$ cat src/rtl/bcd_arith_pkg.sv
// Shared types and helpers for the decimal adder/subtractor.
// Assumes digits are 4-bit packed decimal codes.
package bcd_arith_pkg;

    typedef logic [3:0] digit_t;

    localparam digit_t DIGIT_NINE = 4'd9;

    // Nine's complement of one digit: inverted digit plus 1010, carry dropped.
    function automatic digit_t nines_of(input digit_t d);
        digit_t inv;
        inv = ~d;
        return inv + 4'b1010;
    endfunction

    // True when a 4-bit code is not a decimal digit.
    function automatic logic digit_is_bad(input digit_t d);
        return d > DIGIT_NINE;
    endfunction

endpackage

$ cat src/rtl/bcd_digit_cell.sv
// One decimal digit position: a 4-bit binary add, then the decimal fix-up.
// Assumes valid digit inputs. Codes above nine produce an unspecified digit.
module bcd_digit_cell
    import bcd_arith_pkg::*;
(
    input  digit_t x_dig,
    input  digit_t y_dig,
    input  logic   cin,
    output digit_t s_dig,
    output logic   cout
);
    logic [4:0] raw_sum;
    logic       fix_up;
    logic [4:0] adj_sum;

    // Binary sum of both digits and the incoming carry.
    always_comb raw_sum = {1'b0, x_dig} + {1'b0, y_dig} + {4'b0, cin};

    // Add six when the sum is above nine or carried past bit 3.
    always_comb begin
        fix_up  = raw_sum[4] || (raw_sum[3:0] > DIGIT_NINE);
        adj_sum = fix_up ? (raw_sum + 5'd6) : raw_sum;
    end

    assign s_dig = adj_sum[3:0];
    assign cout  = fix_up;
endmodule

$ cat src/rtl/bcd_ripple_chain.sv
// NDIG digit cells, each one's decimal carry feeding the next digit up.
// Assumes the least significant digit sits in bits [3:0].
module bcd_ripple_chain #(
    parameter int NDIG = 4
) (
    input  logic [4*NDIG-1:0] x_word,
    input  logic [4*NDIG-1:0] y_word,
    input  logic              cin,
    output logic [4*NDIG-1:0] s_word,
    output logic              cout
);
    logic [NDIG:0] carry;

    assign carry[0] = cin;

    for (genvar g = 0; g < NDIG; g++) begin : g_cell
        bcd_digit_cell u_cell (
            .x_dig (x_word[4*g +: 4]),
            .y_dig (y_word[4*g +: 4]),
            .cin   (carry[g]),
            .s_dig (s_word[4*g +: 4]),
            .cout  (carry[g+1])
        );
    end

    assign cout = carry[NDIG];
endmodule

$ cat src/rtl/bcd_nines_word.sv
// Turns each digit into nine minus that digit when enabled, else passes it through.
// Assumes valid digits. An invalid code yields an unspecified digit.
module bcd_nines_word
    import bcd_arith_pkg::*;
#(
    parameter int NDIG = 4
) (
    input  logic              en,
    input  logic [4*NDIG-1:0] d_in,
    output logic [4*NDIG-1:0] d_out
);
    for (genvar g = 0; g < NDIG; g++) begin : g_dig
        // Per-digit complement select.
        always_comb d_out[4*g +: 4] = en ? nines_of(d_in[4*g +: 4]) : d_in[4*g +: 4];
    end
endmodule

$ cat src/rtl/bcd_addsub.sv
// Top: decimal add or nine's-complement subtract with end-around carry.
// Purely combinational. It assumes operands are unsigned packed decimal.
// A negative difference is returned as a magnitude with neg_flag set.
module bcd_addsub
    import bcd_arith_pkg::*;
#(
    parameter int NDIG = 4
) (
    input  logic              sub_mode,
    input  logic [4*NDIG-1:0] opnd_a,
    input  logic [4*NDIG-1:0] opnd_b,
    output logic [4*NDIG-1:0] res_digits,
    output logic              neg_flag,
    output logic              dec_carry,
    output logic              bad_digit
);
    localparam int W = 4 * NDIG;

    logic [W-1:0] b_eff;
    logic [W-1:0] sum_p1;
    logic         cy_p1;
    logic [W-1:0] sum_p2;
    logic         cy_p2;
    logic         eac;
    logic [W-1:0] recomp;
    logic         all_nines;
    logic [2*NDIG-1:0] dig_bad;

    // Complement the subtrahend in subtract mode.
    bcd_nines_word #(.NDIG(NDIG)) u_cmp_b (
        .en    (sub_mode),
        .d_in  (opnd_b),
        .d_out (b_eff)
    );

    // First pass: A plus (B or its complement).
    bcd_ripple_chain #(.NDIG(NDIG)) u_pass1 (
        .x_word (opnd_a),
        .y_word (b_eff),
        .cin    (1'b0),
        .s_word (sum_p1),
        .cout   (cy_p1)
    );

    assign eac = sub_mode & cy_p1;

    // Second pass: fold the end-around carry into the lowest digit.
    bcd_ripple_chain #(.NDIG(NDIG)) u_pass2 (
        .x_word (sum_p1),
        .y_word ({W{1'b0}}),
        .cin    (eac),
        .s_word (sum_p2),
        .cout   (cy_p2)
    );

    // Recomplement a negative raw difference back to a magnitude.
    bcd_nines_word #(.NDIG(NDIG)) u_cmp_r (
        .en    (1'b1),
        .d_in  (sum_p1),
        .d_out (recomp)
    );

    // Detect the all-nines raw sum that marks an exact zero difference.
    always_comb begin
        all_nines = 1'b1;
        for (int i = 0; i < NDIG; i++) begin
            if (sum_p1[4*i +: 4] != DIGIT_NINE) all_nines = 1'b0;
        end
    end

    // Flag any operand digit that is not a decimal code.
    for (genvar g = 0; g < NDIG; g++) begin : g_chk
        always_comb begin
            dig_bad[2*g]   = digit_is_bad(opnd_a[4*g +: 4]);
            dig_bad[2*g+1] = digit_is_bad(opnd_b[4*g +: 4]);
        end
    end

    // Select the result, sign and carry for the chosen mode.
    always_comb begin
        res_digits = sum_p1;
        neg_flag   = 1'b0;
        dec_carry  = 1'b0;
        if (!sub_mode) begin
            dec_carry = cy_p1;
        end else if (cy_p1) begin
            res_digits = sum_p2;
        end else begin
            res_digits = recomp;
            neg_flag   = ~all_nines;
        end
    end

    assign bad_digit = |dig_bad;

    logic unused_cy;
    assign unused_cy = cy_p2;
endmodule

$ cat config.mk
export PLATFORM = sky130hd
export DESIGN_NAME = bcd_addsub
export DESIGN_NICKNAME = d
export VERILOG_FILES = /design/src/rtl/bcd_arith_pkg.sv /design/src/rtl/bcd_digit_cell.sv /design/src/rtl/bcd_ripple_chain.sv /design/src/rtl/bcd_nines_word.sv /design/src/rtl/bcd_addsub.sv
export SDC_FILE = /design/constraint.sdc
export NUM_CORES = 1
export LEC_CHECK = 0
export CORE_MARGIN = 1.5
export CORE_UTILIZATION = 61
export DETAILED_ROUTE_END_ITERATION = 10
export PLACE_DENSITY_LB_ADDON = 0.12
export SYNTH_ARGS = -nofsm -noshare
export SYNTH_HDL_FRONTEND = slang
export SYNTH_SLANG_ARGS = --single-unit
$ cat constraint.sdc
create_clock -name vclk -period 33.4
set_input_delay 3.34 -clock vclk [all_inputs]
set_output_delay 3.34 -clock vclk [all_outputs]
set_load 0.1 [all_outputs]
==> metrics.md, run 1 <==
| Metric | Value |
|---|---|
| DRT iter0 DRCs | 139 |
| CP Depth | 55 |
| Clock buf count | 0 |
| First-pass GRT wire length | 12600 µm |
| Vias | around 3100 |
| WL met3 | ~310 µm |
| Ant diodes | 0 |
| Sequential cell count | 0 |
| Slowest stage delay, CP | ~1200 ps |
| Sequential share of power | 0 |
| Final antenna-violating net count | 0 |
| Total negative setup slack | 0 ps |
| Global placement routability congestion | slightly above 0.9 |
| DRT Wirelength | roughly 7300 µm |
| Required time worst endpoint | around 30000 ps |
| WHS Path Cells | 4 |
| Total power | about 0.33 mW |
| YS warnings | 0 |
| Synth Area in XOR/XNOR | 0.0791 |
| Final Slew Violations | 0 |
| Worst path most repeated cell | ha_1 |
| Post-Syn Area | 2880 µm² |
| RSZ-0062 raised after global routing | no |
| Static Leak | between 1 and 1.5 nW |
| Seq. cell area | 0 µm² |
| # Post-CTS Setup Buffers | 0 |
| Ratio of cells with drive above 1 in the final layout | 0.0547 |
| Maximum VDD drop | about 0.086 mV |
| Post-Synth Simple-Gate Area | 0.257 |
| Tcrit/Tclk final | 0.617 |
| GR Util All Layers | 0.287 |
| Largest area contributor in the netlist | ha_1 |
| Hold_buf cts | 0 |
| Crit path DAT | ~17000 ps |
| Top-area cell type share of the netlist area | 0.178 |
| Ports | between 50 and 60 |
| Final setup vio count | 0 |
| Grt ovf | 0 |
| Clock power share | 0 |
| Fillers | between 300 and 400 |
| Adder-Cell Fraction of Synth Area | 0.227 |
| Vias/cell | around 6.2 |
| Number of global-route vias before repair | just over 3000 |
| CP Capture Type | output port |
| # Max-Cap Violations | 0 |
| PwrDens | about 97 nW/µm² |
| Slowest CP cell | clkdlybuf4s50_1 |
| Commonest non-fill, non-tap cell in the layout | clkdlybuf4s50_1 |
| Die Span Y | 71.7 µm |
| Top routing layer used | met4 |
| Per-cell routed wire length | about 14 µm |
| Initial Util | 0.648 |
| # DRC | 0 |
| Hold crit path type | in2out |
| Pin count of the biggest net entering global routing | 39 |
| Count of mapped cells out of synthesis | about 420 |
| Multi-input logic area | ~2700 µm² |
| Placeable Area | between 4000 and 5000 µm² |
| P_sw | 0.227 mW |
| Largest family of logic cells by synthesized area | compound AO/OA/AOI/OAI gates |
| Worst-Margin Slew | 957 ps |
| Post-cts resize count | 0 |
| Mux contribution to synthesized area | 0.0543 |
| Pint | between 0.1 and 0.15 mW |
| CP top delay family | adder cells |
| Post-layout min period | between 20000 and 25000 ps |
| DIE AREA | 5140 µm² |
| Antenna violations before repair | 0 |
| Crit Path Max Fanout | 13 |
| Highest clock rate | about 0.049 GHz |
| Critical path type | in2out |
| Most frequent cells in the layout | clkdlybuf4s50_1, nand2_1, ha_1 |
| Share of the yosys chip area belonging to registers | 0 |
| WL met2 | about 3600 µm |
| WHS Endpoint | res_digits[0] |
| Final hold violation count | 0 |
| HPWL Detailed | 6100 µm |
| Synth area leaders | ha_1, o21ai_0, nand2_1 |
| Outcome | finished, final reports clean |
| Fin Hold WS | 8400 ps |
| Post-synthesis compound-gate area fraction | 0.309 |
| Synth unique cells | 67 |
| TritonRoute pass-1 iters | 7 |
| Logic pwr share | 1.000 |
| Post-layout util | 0.769 |
| Startpoint Class | input port |
| Synth-to-Final Area Change | 18.8% |
| PortBufs | 52 |
| Syn Nets | approximately 500 |
| WP buf/inv | 5 |
| Max-slew headroom | 0.344 |
| Final net count | between 500 and 600 |
| Synthesized area per cell | around 7 µm² |
| Die W | 71.7 µm |
| Startpoint of the worst hold path | opnd_a[0] |
| Net Sw Frac | 0.682 |
| FP Rows | 24 |
| WL met1 | approximately 3300 µm |
[final cells by class]
type | instances | share of cell area
Multi-Input combinational cell | 362 | 0.779
Timing Repair Buffer | 54 | 0.157
Inverter | 41 | 0.0450
Tap cell | 52 | 0.0190
[logic make-up after synthesis]
family / after synthesis
AO/OA/AOI/OAI: 130
XOR/XNOR: 26
adder cells (fa/ha/maj): 48
buffers and inverters: 56
multiplexers: 14
AND/OR/NAND/NOR: 144
[cell usage after synthesis, types with 9 or more instances]
master / count
nor3_1: 11
nand2_1: 43
nand3_1: 9
a21o_1: 10
ha_1: 41
inv_1: 40
mux2i_1: 9
a21oi_1: 24
o21ai_0: 35
clkbuf_1: 13
xnor2_1: 18
nor2_1: 33
[worst max path at each step]
stage	startpoint	endpoint	slack (ps)
6_report	opnd_b[1]	res_digits[14]	12780
5_1_grt	opnd_b[1]	res_digits[14]	11650
4_1_cts	opnd_b[1]	res_digits[14]	12860
3_5_place_dp	opnd_b[1]	res_digits[14]	12860
3_3_place_gp	opnd_b[1]	res_digits[14]	13350
2_1_floorplan	sub_mode	res_digits[14]	13700
[power by group through the flow]
stage          logic [mW]  registers (mW)  clock network (mW)
3_5_place_dp        0.329               0                   0
6_report            0.333               0                   0
2_1_floorplan       0.262               0                   0
5_1_grt             0.356               0                   0
3_3_place_gp        0.324               0                   0
4_1_cts             0.330               0                   0
[stage by stage]
stage	worst slack, ps	std cells	cell area [µm²]
3_5_place_dp	12860	509	3420
4_1_cts	12860	509	3420
5_1_grt	11650	509	3420
2_1_floorplan	13700	418	2880
6_report	12780	509	3420
3_3_place_gp	13350	509	3420
[routing by layer]
metal / up-vias / global-route usage
met1: 1419 / 0.373
met3: 10 / 0.0141
li1: 1601 / -
met5: - / 0
met4: 0 / 0.0419
met2: 106 / 0.532
(Power assumes the default switching activity.)
==> run 2: changes to the inputs <==
Settings changed: CORE_UTILIZATION 61 to 51.
Clock period 33.4 ns to 18.95 ns, I/O delays scaled along.
==> run 2 against run 1 <==
Net effect:
- highest routed layer unchanged
- utilization shrank 14 points
- first-iteration DRC count grew 2.2%
- non-clock buffer count is the same
- die area grew 19%
- sequential share of layout area is the same
- worst hold slack lost 2900 ps
- cell area grew 0.81%
- combinational power grew 76%
- global-route usage shrank 4.2 points
- via count grew 1.5%
- flip-flop and latch count is the same
==> metrics.md, run 2 (synthesis gave the netlist of run 1 again) <==
| Metric | Value |
|---|---|
| # Max-Cap Violations | 0 (unchanged) |
| Ant diodes | 0 (unchanged) |
| First-pass GRT wire length | 12700 µm (was 12600 µm) |
| Non-Filler Instances | 529 (was 509) |
| DRT iter0 DRCs | 142 (was 139) |
| Placeable Area | 5470 µm² (was 4440 µm²) |
| Number of global-route vias before repair | 2951 (was 3022) |
| Hold crit path type | in2out (unchanged) |
| Final hold violation count | 0 (unchanged) |
| Sequential cell count | 0 (unchanged) |
| Static Leak | 1.50 nW (was 1.49 nW) |
| Global placement routability congestion | 0.968 (was 0.931) |
| Final setup vio count | 0 (unchanged) |
| Die W | 78.1 µm (was 71.7 µm) |
| Total negative setup slack | 0 ps (unchanged) |
| FP Rows | 27 (was 24) |
| DRT Wirelength | 7530 µm (was 7340 µm) |
| PwrDens | 170 nW/µm² (was 97.4 nW/µm²) |
| Final Slew Violations | 0 (unchanged) |
| Required time worst endpoint | 17060 ps (was 30060 ps) |
| Commonest non-fill, non-tap cell in the layout | clkdlybuf4s50_1 (unchanged) |
| Synth-to-Final Area Change | 19.8% (was 18.8%) |
| Met1 usage | 0.300 (was 0.373) |
| Crit Path Max Fanout | 13 (unchanged) |
| Per-cell routed wire length | 14.2 µm (was 14.4 µm) |
| Grt ovf | 0 (unchanged) |
| Outcome | finished, final reports clean (unchanged) |
| Met2 usage | 0.475 (was 0.532) |
| Startpoint Class | input port (unchanged) |
| Ratio of cells with drive above 1 in the final layout | 0.0547 (unchanged) |
| Final antenna-violating net count | 0 (unchanged) |
| Die Span Y | 78.1 µm (was 71.7 µm) |
| Worst path most repeated cell | ha_1 (unchanged) |
| PortBufs | 52 (unchanged) |
| CP Capture Type | output port (unchanged) |
| Max-slew headroom | 0.334 (was 0.344) |
| TritonRoute pass-1 iters | 4 (was 7) |
| Ports | 52 (unchanged) |
| Vias | 3183 (was 3136) |
| Post-Place Cells | 529 (was 509) |
| Total power | 0.586 mW (was 0.333 mW) |
| # Post-CTS Setup Buffers | 0 (unchanged) |
| Most frequent cells in the layout | clkdlybuf4s50_1, nand2_1, ha_1 (unchanged) |
| Antenna violations before repair | 0 (unchanged) |
| HPWL Detailed | 6240 µm (was 6100 µm) |
| Tcrit/Tclk final | 0.918 |
| Fillers | 508 (was 359) |
| Slowest stage delay, CP | 1150 ps (was 1180 ps) |
| Seq. cell area | 0 µm² (unchanged) |
| Critical path type | in2out (unchanged) |
| Post-layout min period | ~17000 ps |
| Worst-Margin Slew | 996 ps (was 957 ps) |
| Highest clock rate | about 0.058 GHz |
| Clock buf count | 0 (unchanged) |
| Pin count of the biggest net entering global routing | 30 (was 39) |
| Placement Cell Area | 3440 µm² (was 3420 µm²) |
| Met3 usage in global routing | 0.0140 (was 0.0141) |
| Crit path DAT | 15490 ps (was 17280 ps) |
| Hold_buf cts | 0 (unchanged) |
| Maximum VDD drop | 0.146 mV (was 0.0857 mV) |
| Initial Util | 0.526 (was 0.648) |
| # DRC | 0 (unchanged) |
| Slowest CP cell | clkdlybuf4s50_1 (unchanged) |
| DIE AREA | 6100 µm² (was 5140 µm²) |
| Final net count | 540 (unchanged) |
| Fin Hold WS | 5470 ps (was 8400 ps) |
| RSZ-0062 raised after global routing | no (unchanged) |
| GR Util All Layers | 0.245 (was 0.287) |
| Finished Cell Area | 3450 µm² (was 3420 µm²) |
| Vias/cell | 6.02 (was 6.16) |
| GRT Max-Usage Layer | met2 (unchanged) |
-- run 2: cell types whose count changed in the layout (fill, tap and decap cells not counted) --
cell	before	now
clkdlybuf4s50_1	52	51
dlymetal6s2s_1	0	1
-- run 2: area by class of cell --
| class | count | area (µm²) | share of cell area |
|---|---|---|---|
| multi-input cells | 362 | 2670 | 0.773 |
| well taps | 72 | 90.1 | 0.0261 |
| repair buffers | 54 | 538 | 0.156 |
| inverters | 41 | 154 | 0.0446 |
-- run 2: worst max-delay path: cells and delay by family --
family / cells / cell delay [ps]
adder cells (fa/ha/maj): 16 / 5260
multiplexers: 1 / 140
XOR/XNOR: 4 / 1370
AND/OR/NAND/NOR: 13 / 1810
buffers and inverters: 6 / 2140
AO/OA/AOI/OAI: 15 / 2850
-- run 2: path summary, 6_finish.rpt --
path	depth (start not counted)	startpoint	end
min	5	sub_mode	res_digits[14]
max	55	opnd_b[1]	res_digits[15]
-- run 2: what timing repair did --
item                                   4_1_cts  5_1_grt
resized for setup                            0        1
endpoints found under the hold margin        0        0
setup endpoints to repair                    0        1
-- run 2: layer usage --
layer | part of all wire | wire length, µm | up-vias
li1 | - | - | 1605
met1 | 0.45 | 3360 | 1480
met2 | 0.50 | 3750 | 88
met3 | 0.046 | 346 | 10
met4 | 0.010 | 76 | 0
met5 | 0 | 0 | -
-- run 2: power breakdown --
group	switching, mW	internal, mW
registers	0	0
clock network	0	0
logic	0.400	0.186
-- run 2: through the flow --
step	util	worst slack, ps
floorplan	-	2140
detailed placement	0.629	1380
global route	0.630	330
global placement	0.629	1730
finish	0.630	1560
CTS	0.629	1390
